`src/rtl/fts_pkg.sv`:
```
package fts_pkg;
    parameter int WORD_W = 4;
    parameter int DEPTH  = 14;

    // Per-location control decided each cycle
    typedef struct packed {
        logic load;   // take a word from above (or from the push port)
        logic leave;  // word departs (advances down or is popped)
    } step_t;
endpackage

```
`src/rtl/fts_cell.sv`:
```
// One location of the chain: an occupied flag plus a data word.
module fts_cell #(
    parameter int W = fts_pkg::WORD_W
) (
    input  logic         clk,
    input  logic         rst_n,
    input  fts_pkg::step_t step,
    input  logic [W-1:0] in_data,
    output logic         occ,
    output logic [W-1:0] data
);
    typedef struct packed {
        logic         occ;
        logic [W-1:0] data;
    } loc_t;

    loc_t loc_d, loc_q;

    always_comb begin
        loc_d = loc_q;
        if (step.leave) loc_d.occ = 1'b0;
        if (step.load) begin
            loc_d.occ  = 1'b1;
            loc_d.data = in_data;
        end
    end

    // Reset clears only the flag; data bits keep their contents.
    always_ff @(posedge clk) begin
        if (!rst_n) begin
            loc_q.occ <= 1'b0;
        end else begin
            loc_q <= loc_d;
        end
    end

    assign occ  = loc_q.occ;
    assign data = loc_q.data;
endmodule

```
`src/rtl/fts_advance.sv`:
```
// Decides which locations advance this cycle. Index 0 is the top.
// A location advances when it holds a word and the one below is empty
// or is itself advancing. The bottom never counts as vacated by a pop
// in the same cycle.
module fts_advance #(
    parameter int D = fts_pkg::DEPTH
) (
    input  logic [D-1:0] occ,
    input  logic         push_req,
    input  logic         pop_req,
    output fts_pkg::step_t steps [D]
);
    localparam int LAST = D - 1;

    logic [D-1:0] adv;   // adv[i]: location i moves to i+1
    logic         take_top;
    logic         drop_bot;

    assign adv[LAST] = 1'b0;

    generate
        for (genvar i = LAST - 1; i >= 0; i--) begin : g_adv
            if (i == LAST - 1) begin : g_edge
                assign adv[i] = occ[i] & ~occ[i+1];
            end else begin : g_mid
                assign adv[i] = occ[i] & (~occ[i+1] | adv[i+1]);
            end
        end
    endgenerate

    assign take_top = push_req & ~occ[0];
    assign drop_bot = pop_req & occ[LAST];

    generate
        for (genvar i = 0; i < D; i++) begin : g_step
            if (i == 0) begin : g_top
                assign steps[i].load  = take_top;
                assign steps[i].leave = (LAST == 0) ? drop_bot : adv[i];
            end else if (i == LAST) begin : g_bot
                assign steps[i].load  = adv[i-1];
                assign steps[i].leave = drop_bot;
            end else begin : g_mid
                assign steps[i].load  = adv[i-1];
                assign steps[i].leave = adv[i];
            end
        end
    endgenerate
endmodule

```
`src/rtl/fts_stack.sv`:
```
module fts_stack #(
    parameter int WORD_W = fts_pkg::WORD_W,
    parameter int DEPTH  = fts_pkg::DEPTH
) (
    input  logic              clk,
    input  logic              mrst_n,
    input  logic              push_en,
    input  logic [WORD_W-1:0] push_data,
    output logic              top_free,
    input  logic              pop_en,
    output logic              bot_valid,
    output logic [WORD_W-1:0] bot_data
);
    localparam int LAST = DEPTH - 1;

    logic [DEPTH-1:0]  occ_w;
    logic [WORD_W-1:0] data_w [DEPTH];
    fts_pkg::step_t    steps_w [DEPTH];

    fts_advance #(.D(DEPTH)) u_adv (
        .occ      (occ_w),
        .push_req (push_en),
        .pop_req  (pop_en),
        .steps    (steps_w)
    );

    generate
        for (genvar i = 0; i < DEPTH; i++) begin : g_loc
            logic [WORD_W-1:0] src;
            if (i == 0) begin : g_src_top
                assign src = push_data;
            end else begin : g_src_chain
                assign src = data_w[i-1];
            end
            fts_cell #(.W(WORD_W)) u_cell (
                .clk     (clk),
                .rst_n   (mrst_n),
                .step    (steps_w[i]),
                .in_data (src),
                .occ     (occ_w[i]),
                .data    (data_w[i])
            );
        end
    endgenerate

    assign top_free  = ~occ_w[0];
    assign bot_valid = occ_w[LAST];
    assign bot_data  = data_w[LAST];
endmodule

```
`config.mk`:
```
export PLATFORM = sky130hd
export DESIGN_NAME = fts_stack
export DESIGN_NICKNAME = d
export VERILOG_FILES = /design/src/rtl/fts_pkg.sv /design/src/rtl/fts_cell.sv /design/src/rtl/fts_advance.sv /design/src/rtl/fts_stack.sv
export SDC_FILE = /design/constraint.sdc
export NUM_CORES = 1
export LEC_CHECK = 0
export BUFFER_PORTS_ARGS = -buffer_cell sky130_fd_sc_hd__buf_4
export CORE_UTILIZATION = 50
export CTS_CLUSTER_DIAMETER = 200
export CTS_CLUSTER_SIZE = 10
export DETAILED_ROUTE_END_ITERATION = 6
export GPL_TIMING_DRIVEN = 0
export PLACE_DENSITY = 0.64
export REMOVE_ABC_BUFFERS = 1
export SYNTH_ARGS = -nofsm -noshare
export SYNTH_HDL_FRONTEND = slang
export SYNTH_SLANG_ARGS = --single-unit
```
`constraint.sdc`:
```
create_clock -name clk -period 1.85 [get_ports clk]
set_input_delay 0.37 -clock clk [delete_from_list [all_inputs] [get_ports clk]]
set_output_delay 0.37 -clock clk [all_outputs]
set_load 0.02 [all_outputs]
```
# Word level (Yosys, flattened, before mapping)
# Index checks and enable logic that the tools add are counted.
[word_totals]
reg_bits = 70
out_inout_bits = 6
wordCells = 125
[op_classes]
n_mux = 28
bitwise = 41
n_reduce_logical = 28
[ops]
columns = ["operator", "n"]
rows = [
  ["two-way mux 5 bit", 14],
  ["AND reduction 2 bit", 14],
  ["nonzero test 2 bit", 14],
  ["bitwise AND 1 bit", 15],
  ["two-way mux 1 bit", 14],
  ["NOT 1 bit", 14],
  ["OR 1 bit", 12],
]

# Longest topological paths before layout
# Gate-level depths: netlist (run 1).
[depth]
depth_word = 28
ltp_mapped = 4
ltp_nobuf = 3

# Cells and area by module
# From an unflattened synthesis (run 1), not the netlist that was laid out.
[unflattened]
hier_cells = 157
area_unflattened_um2 = 2668.8
[by_module_without_submodules]
columns = ["mod", "instances", "cells_per_inst", "area_each_um2", "seq_area_each_um2"]
rows = [
  ["fts_cell", 14, 8, 167.7, 140.1],
  ["fts_advance", 1, 44, 317.8, 0.0],
  ["fts_stack", 1, 1, 3.8, 0.0],
]

# Worst setup path before layout (run 1)
# Ideal clock, no wire load.
[synth_path]
path_kind = "register -> register"
start = "register, netlist name g_loc[13].u_cell.occ"
end = "register g_loc[1].u_cell.loc_q (netlist bit g_loc[1].u_cell.data[0]), enable pin"
t_arrival_ps = 1313
required_time_ps = 1568
slack_ps = 255
stages_incl_launch_ff = 5
synth_period_minus_slack_ps = 1595
path_cell_list = "dfxtp_1 > buf_4 > nand4_2 > nor4_1 > a21oi_1"
[synth_via]
elab_chain_cells = 27
[synth_lines]
columns = ["element", "line_no", "source"]
rows = [
  ["NOT 1 bit", "fts_advance.sv:24", "assign adv[i] = occ[i] & ~occ[i+1];"],
  ["bitwise AND 1 bit", "fts_advance.sv:24", ""],
  ["OR 1 bit", "fts_advance.sv:26", "assign adv[i] = occ[i] & (~occ[i+1] | adv[i+1]);"],
  ["bitwise AND 1 bit", "fts_advance.sv:26", ""],
  ["OR 1 bit", "fts_advance.sv:26", ""],
  ["bitwise AND 1 bit", "fts_advance.sv:26", ""],
  ["OR 1 bit", "fts_advance.sv:26", ""],
  ["bitwise AND 1 bit", "fts_advance.sv:26", ""],
  ["(+11 left out)", "-", ""],
  ["bitwise AND 1 bit", "fts_advance.sv:26", ""],
  ["OR 1 bit", "fts_advance.sv:26", ""],
  ["bitwise AND 1 bit", "fts_advance.sv:26", ""],
  ["OR 1 bit", "fts_advance.sv:26", ""],
  ["bitwise AND 1 bit", "fts_advance.sv:26", ""],
  ["OR 1 bit", "fts_advance.sv:26", ""],
  ["bitwise AND 1 bit", "fts_advance.sv:26", ""],
  ["AND reduction 2 bit (no source line)", "-", ""],
  ["end signal: assignment", "fts_cell.sv:33", "loc_q <= loc_d;"],
  ["end: declaration", "fts_cell.sv:17", "loc_t loc_d, loc_q;"],
]
# Every way passes these cells.
# A chain may end at the register's enable or synchronous reset.

# Worst setup path after layout (run 1)
[layout_path]
start = "register, netlist name g_loc[13].u_cell.occ"
end = "register g_loc[1].u_cell.loc_q (netlist bit g_loc[1].u_cell.data[3]), enable pin"
[layout_via]
elab_chain_cells = 27
[layout_lines]
columns = ["element", "line_no"]
rows = [
  ["NOT 1 bit", "fts_advance.sv:24"],
  ["bitwise AND 1 bit", "fts_advance.sv:24"],
  ["OR 1 bit", "fts_advance.sv:26"],
  ["bitwise AND 1 bit", "fts_advance.sv:26"],
  ["OR 1 bit", "fts_advance.sv:26"],
  ["bitwise AND 1 bit", "fts_advance.sv:26"],
  ["OR 1 bit", "fts_advance.sv:26"],
  ["bitwise AND 1 bit", "fts_advance.sv:26"],
  ["(+11 left out)", "-"],
  ["bitwise AND 1 bit", "fts_advance.sv:26"],
  ["OR 1 bit", "fts_advance.sv:26"],
  ["bitwise AND 1 bit", "fts_advance.sv:26"],
  ["OR 1 bit", "fts_advance.sv:26"],
  ["bitwise AND 1 bit", "fts_advance.sv:26"],
  ["OR 1 bit", "fts_advance.sv:26"],
  ["bitwise AND 1 bit", "fts_advance.sv:26"],
  ["AND reduction 2 bit (no source line)", "-"],
]
# Every way passes these cells.

==> metrics.yaml, run 1 <==
syn_area_per_cell_sq_um: 17.0
synth_top_area_share_pct: 72.7
track_usage_pct: 14.7
clk_path_buf_depth: 2
cts_setup_buffers: 0
antenna_found_initial: 0
final_cells: 211
viasPerCell: 5.23
syn_area_sq_um: 2310
ios: 14
finClkSkew_ns: 0.00628
final_common_cell: "edfxtp_1"
gr-max-usage-layer: "met2"
grt_max_degree: 24
endpoint_kind: "register"
routed_wirelength_mm: 3.11
use_met2_pct: 21.7
crit_required_ns: 1.91
status: "completed"
yosysUniqueCellTypes: 24
vias: 1103
hold_viol: 0
worst_pin_slew_ns: 0.451
synthTopCellsByArea: "edfxtp_1 (73%), dfxtp_1 (12%), nand2_1 (2.9%)"
cts_buffers: 9
drc: 0
layout-drive-gt1-share_pct: 19.5
pwr_density_cell_nw_per_um2: 1080
grt_pass1_vias: 1083
use_met1_pct: 17.2
slew_headroom_pct: 69.8
diodes: 0
maxSlewViolCount: 0
finalHoldWorstSlack_ns: 0.210
nNetsFinal: 163
cts.hold.buffers_added: 0
met3_usage_pct: 9.09
drtIter0Drc: 44
grt_pass1_wl_mm: 4.97
clkLatencyLatePin_ns: 0.33
h-tree-depth: 3
setup_slack_ns: 0.250
vdd_drop_max_mv: 0.740
dr.pass1.iters: 4
start_util_pct: 52.4
setup_violations: 0
synthToLayoutAreaGrowth_pct: 14.4
timing.fmax_mhz: 625
rsz0062_at_grt: "false"
synth_seq_cells: 70
crit_arrival_ns: 1.66
syn_inst: 136
period_needed_ns: 1.60
antenna_left: 0
period_share_pct: 86.5
die_h_um: 70.0
wire_per_inst_um: 14.7
portBuffers: 13
hold_path_class: "in -> reg"
place.gp.congestion: 0.778
die_area_sq_um: 4900
synth_area_leader_cell: "edfxtp_1"
postCtsResizedCells: 0
grt_overflow: 0
synth_warnings: 0
final.setup.tns_ns: 0
leakage_nw: 0.897
placementRows: 24
root_buffer: "clkbuf_8"
final_cell_mix: "edfxtp_1 (56), nand2_1 (18), dfxtp_1 (14)"
crit_type: "reg -> reg"
max_cap_violations: 0
synth_seq_area_share_pct: 84.8
worstPathMaxFanout: 10
cts.sinks: 70
path_clk_slew_ns: 0.07
dp_cells: 196
crit_path_start_kind: "register"
die_w_um: 70.0
core_area_sq_um: 4410
pre_cts_ws_ns: 0.144
dp_hpwl_mm: 2.02
cts_tree: "built"
## cells in the mapped netlist, drive strengths merged
cell type and number:
or4 1, dfxtp 14, a21oi 6, buf 2, and3 3, nand4 1, clkbuf 3, nor2b 2
nand3 3, a21o 1, and4 1, o31ai 1, inv 1, nor2 5, a31oi 4, or2 1
o21ai 5, and2 1, nor4 2, edfxtp 56, nand2 18, o21a 4, o211a 1
## critical path: stages, from the launching register on
cell,delay [ns]
dfxtp_1,0.49
nand4_2,0.21
nor4_2,0.41
a21oi_1,0.21
## stage by stage
stage | util, % | total power [W] | area (sq um)
3_5_place_dp | 55.5 | 0.00177 | 2450
4_1_cts | 59.8 | 0.00290 | 2640
6_report | 59.9 | 0.00286 | 2650
5_1_grt | 59.9 | 0.00297 | 2650
2_1_floorplan | - | 0.00174 | 2290
3_3_place_gp | 55.5 | 0.00176 | 2450
## cell type report
class                           count  area (sq um)
Sequential cell                    70          1960
Fill cell                         339          1770
Multi-Input combinational cell     60           330
Clock buffer                        9           124
Timing Repair Buffer               13          97.6
Tap cell                           52          65.1
Clock inverter                      6          63.8
Inverter                            1          3.75
## report_power, final
part,switching (W),internal (W),leakage (nW)
Combinational,0.0000173,0.0000147,0.186
Clock,0.000522,0.000611,0.0927
Sequential,0.00000469,0.00169,0.619
Total,0.000544,0.00232,0.897
## cell families after synthesis
logic type	count (synthesis)	synth area share, %
flops	70	84.8
simple gates	38	8.06
compound gates	22	5.84
buf+inv	6	1.30
## layer usage
layer  vias to the layer above  part of all wire [%]
li1                        547                     -
met1                       528                    46
met2                        23                    48
met3                         5                   5.6
met4                         0                   1.0
met5                         -                     0
## registers in the layout (all words and copies together) (netlist names)
register / count
g_loc.u_cell.occ: 14
g_loc.u_cell.data: 56
## worst paths after layout
kind,end,start,depth (start not counted),slack (ns)
worst max-delay path,g_loc[1].u_cell.data[3],g_loc[13].u_cell.occ,3,0.25
worst min register to register,g_loc[5].u_cell.data[3],g_loc[4].u_cell.data[3],0,0.42
worst max register to register,g_loc[1].u_cell.data[3],g_loc[13].u_cell.occ,3,0.25
worst min-delay path,g_loc[0].u_cell.data[3],push_data[3],1,0.21
(Power assumes the default switching activity.)
==> run 2, diff against run 1 <==
--- a/config.mk
+++ b/config.mk
@@ -5,14 +5,15 @@
 export SDC_FILE = /design/constraint.sdc
 export NUM_CORES = 1
 export LEC_CHECK = 0
-export BUFFER_PORTS_ARGS = -buffer_cell sky130_fd_sc_hd__buf_4
-export CORE_UTILIZATION = 50
+export CORE_UTILIZATION = 60
 export CTS_CLUSTER_DIAMETER = 200
 export CTS_CLUSTER_SIZE = 10
 export DETAILED_ROUTE_END_ITERATION = 6
+export DONT_BUFFER_PORTS = 1
 export GPL_TIMING_DRIVEN = 0
-export PLACE_DENSITY = 0.64
+export PLACE_DENSITY = 0.72
 export REMOVE_ABC_BUFFERS = 1
+export SKIP_LAST_GASP = 1
 export SYNTH_ARGS = -nofsm -noshare
 export SYNTH_HDL_FRONTEND = slang
 export SYNTH_SLANG_ARGS = --single-unit
==> run 2 against run 1 <==
Net effect:
- wire length decreased by 4.7%
- hold slack lost 0.072 ns
- sequential power hardly changed
- critical endpoint unchanged
- register-to-register slack worse by 0.03 ns
- largest cell class unchanged
- core utilization grew 8.1 points
==> metrics.yaml, run 2 (synthesis gave the netlist of run 1 again) <==
status: "completed"
crit_arrival_ns: 1.68  # +0.02 ns
nNetsFinal: 150  # -8.0%
dp_cells: 179  # -8.7%
start_util_pct: 62.7  # +10 points
path_clk_slew_ns: 0.07  # about the same
holdPathEnd: "g_loc[0].u_cell.data[1]"
grt_max_degree: 24  # unchanged
grt_pass1_wl_mm: 4.76  # -4.3%
largest_register_ffs: 56  # unchanged
post-route-util_pct: 68.1  # +8.1 points
worst_pin_slew_ns: 0.499  # +0.0479 ns
ios: 14  # unchanged
core_area_sq_um: 3690  # -16%
placementRows: 22  # -8.3%
leakage_nw: 0.822  # -8.4%
r2r-start: "g_loc[12].u_cell.occ"
r2r_slack_ns: 0.22  # -0.03 ns
timing.fmax_mhz: 612  # -2.1%
dp_hpwl_mm: 1.96  # -2.5%
cts.hold.buffers_added: 0  # unchanged
period_share_pct: 88.4  # +1.9 points
final_cells: 194  # -8.1%
place_area_sq_um: 2350  # -4.2%
dr.pass1.iters: 4  # unchanged
grt_pass1_vias: 1009  # -6.8%
vias: 1079  # -2.2%
cts.sinks: 70  # unchanged
finalHoldWorstSlack_ns: 0.137  # -0.0721 ns
cts_setup_buffers: 0  # unchanged
synthToLayoutAreaGrowth_pct: 8.55
crit_required_ns: 1.90  # about the same
hold_viol: 0  # unchanged
final_common_cell: "edfxtp_1"
layout-drive-gt1-share_pct: 12.3  # -7.2 points
vdd_drop_max_mv: 0.622  # -16%
antenna_left: 0  # unchanged
die_area_sq_um: 4110  # -16%
hold_depth: 0  # -1
rsz0062_at_grt: "false"
setup_slack_ns: 0.215  # -0.0348 ns
clk_path_buf_depth: 2  # unchanged
final_area_sq_um: 2510  # -5.1%
setup_violations: 0  # unchanged
cts_buffers: 9  # unchanged
slew_headroom_pct: 66.6  # -3.2 points
hold_path_class: "in -> reg"
r2r_end: "g_loc[1].u_cell.data[3]"
pre_cts_ws_ns: -0.0621  # -0.206 ns
fillers: 249  # -27%
portBuffers: 0  # -13
crit_path_start_kind: "register"
die_h_um: 64.1  # -8.5%
finClkSkew_ns: 0.00581  # -0.000473 ns
drc: 0  # unchanged
track_usage_pct: 16.9  # +2.1 points
drtIter0Drc: 42  # -4.5%
r2r_cells: 3  # unchanged
antenna_found_initial: 0  # unchanged
pwr_density_cell_nw_per_um2: 1060  # -1.7%
die_w_um: 64.1  # -8.5%
h-tree-depth: 3  # unchanged
place.gp.congestion: 0.775  # -0.37%
root_buffer: "clkbuf_8"
diodes: 0  # unchanged
wire_per_inst_um: 15.3  # +3.7%
worstPathMaxFanout: 8  # -2
maxSlewViolCount: 0  # unchanged
viasPerCell: 5.56  # +6.4%
hp-start: "push_data[1]"
cts_tree: "built"
period_needed_ns: 1.63  # +0.0348 ns
crit_type: "reg -> reg"
routed_wirelength_mm: 2.96  # -4.7%
endpoint_kind: "register"
grt_overflow: 0  # unchanged
clkLatencyLatePin_ns: 0.33  # about the same
max_cap_violations: 0  # unchanged
final_cell_mix: "edfxtp_1 (56), nand2_1 (18), dfxtp_1 (13)"
-- run 2: worst max-delay path, stage by stage, from the launching register on --
cell     delay [ns]
dfxtp_1        0.47
nand4_2        0.22
nor4_2         0.45
a21oi_1        0.22
-- run 2: through the flow --
step	total power (W)	setup TNS (ns)
global route	0.00275	0
CTS	0.00269	-0.00676
finish	0.00267	0
floorplan	0.00174	0
global placement	0.00174	0
detailed placement	0.00175	-0.248
-- run 2: worst max path at each step --
stage / endpoint / slack [ns] / from
global placement: g_loc[1].u_cell.data[1] / 0.05 / g_loc[13].u_cell.occ
detailed placement: g_loc[1].u_cell.data[2] / -0.06 / g_loc[13].u_cell.occ
finish: g_loc[1].u_cell.data[3] / 0.22 / g_loc[12].u_cell.occ
global route: g_loc[1].u_cell.data[3] / 0.06 / g_loc[12].u_cell.occ
CTS: g_loc[3].u_cell.data[2] / -0.003 / g_loc[13].u_cell.occ
floorplan: g_loc[1].u_cell.data[0] / 0.23 / g_loc[13].u_cell.occ
-- run 2: cell type report --
class	count	area (sq um)	area share (%)
sequential	70	1960	78.2
tap	48	60.1	2.39
clock inverter	6	30.0	1.20
multi-input combinational	60	330	13.2
clock buffer	9	124	4.93
inverter	1	3.75	0.149
-- run 2: per-layer routing --
metal | vias up | wire length, um | global-route usage [%]
li1 | 521 | - | -
met1 | 514 | 1430 | 22.4
met2 | 39 | 1340 | 24.1
met3 | 5 | 148 | 6.07
met4 | 0 | 38 | 10.0
met5 | - | 0 | 0
-- run 2: report_power, final --
part,total [W],switching (W),internal (W)
clock,0.000959,0.000498,0.000461
combinational,0.0000131,0.00000905,0.00000403
sequential,0.00170,0.00000462,0.00169
total,0.00267,0.000511,0.00216
-- run 2: what timing repair did --
item | in CTS | in global routing
endpoints found under the setup margin | 8 | 28
hold endpoints to repair | 0 | 0
gates resized for setup | 1 | 2
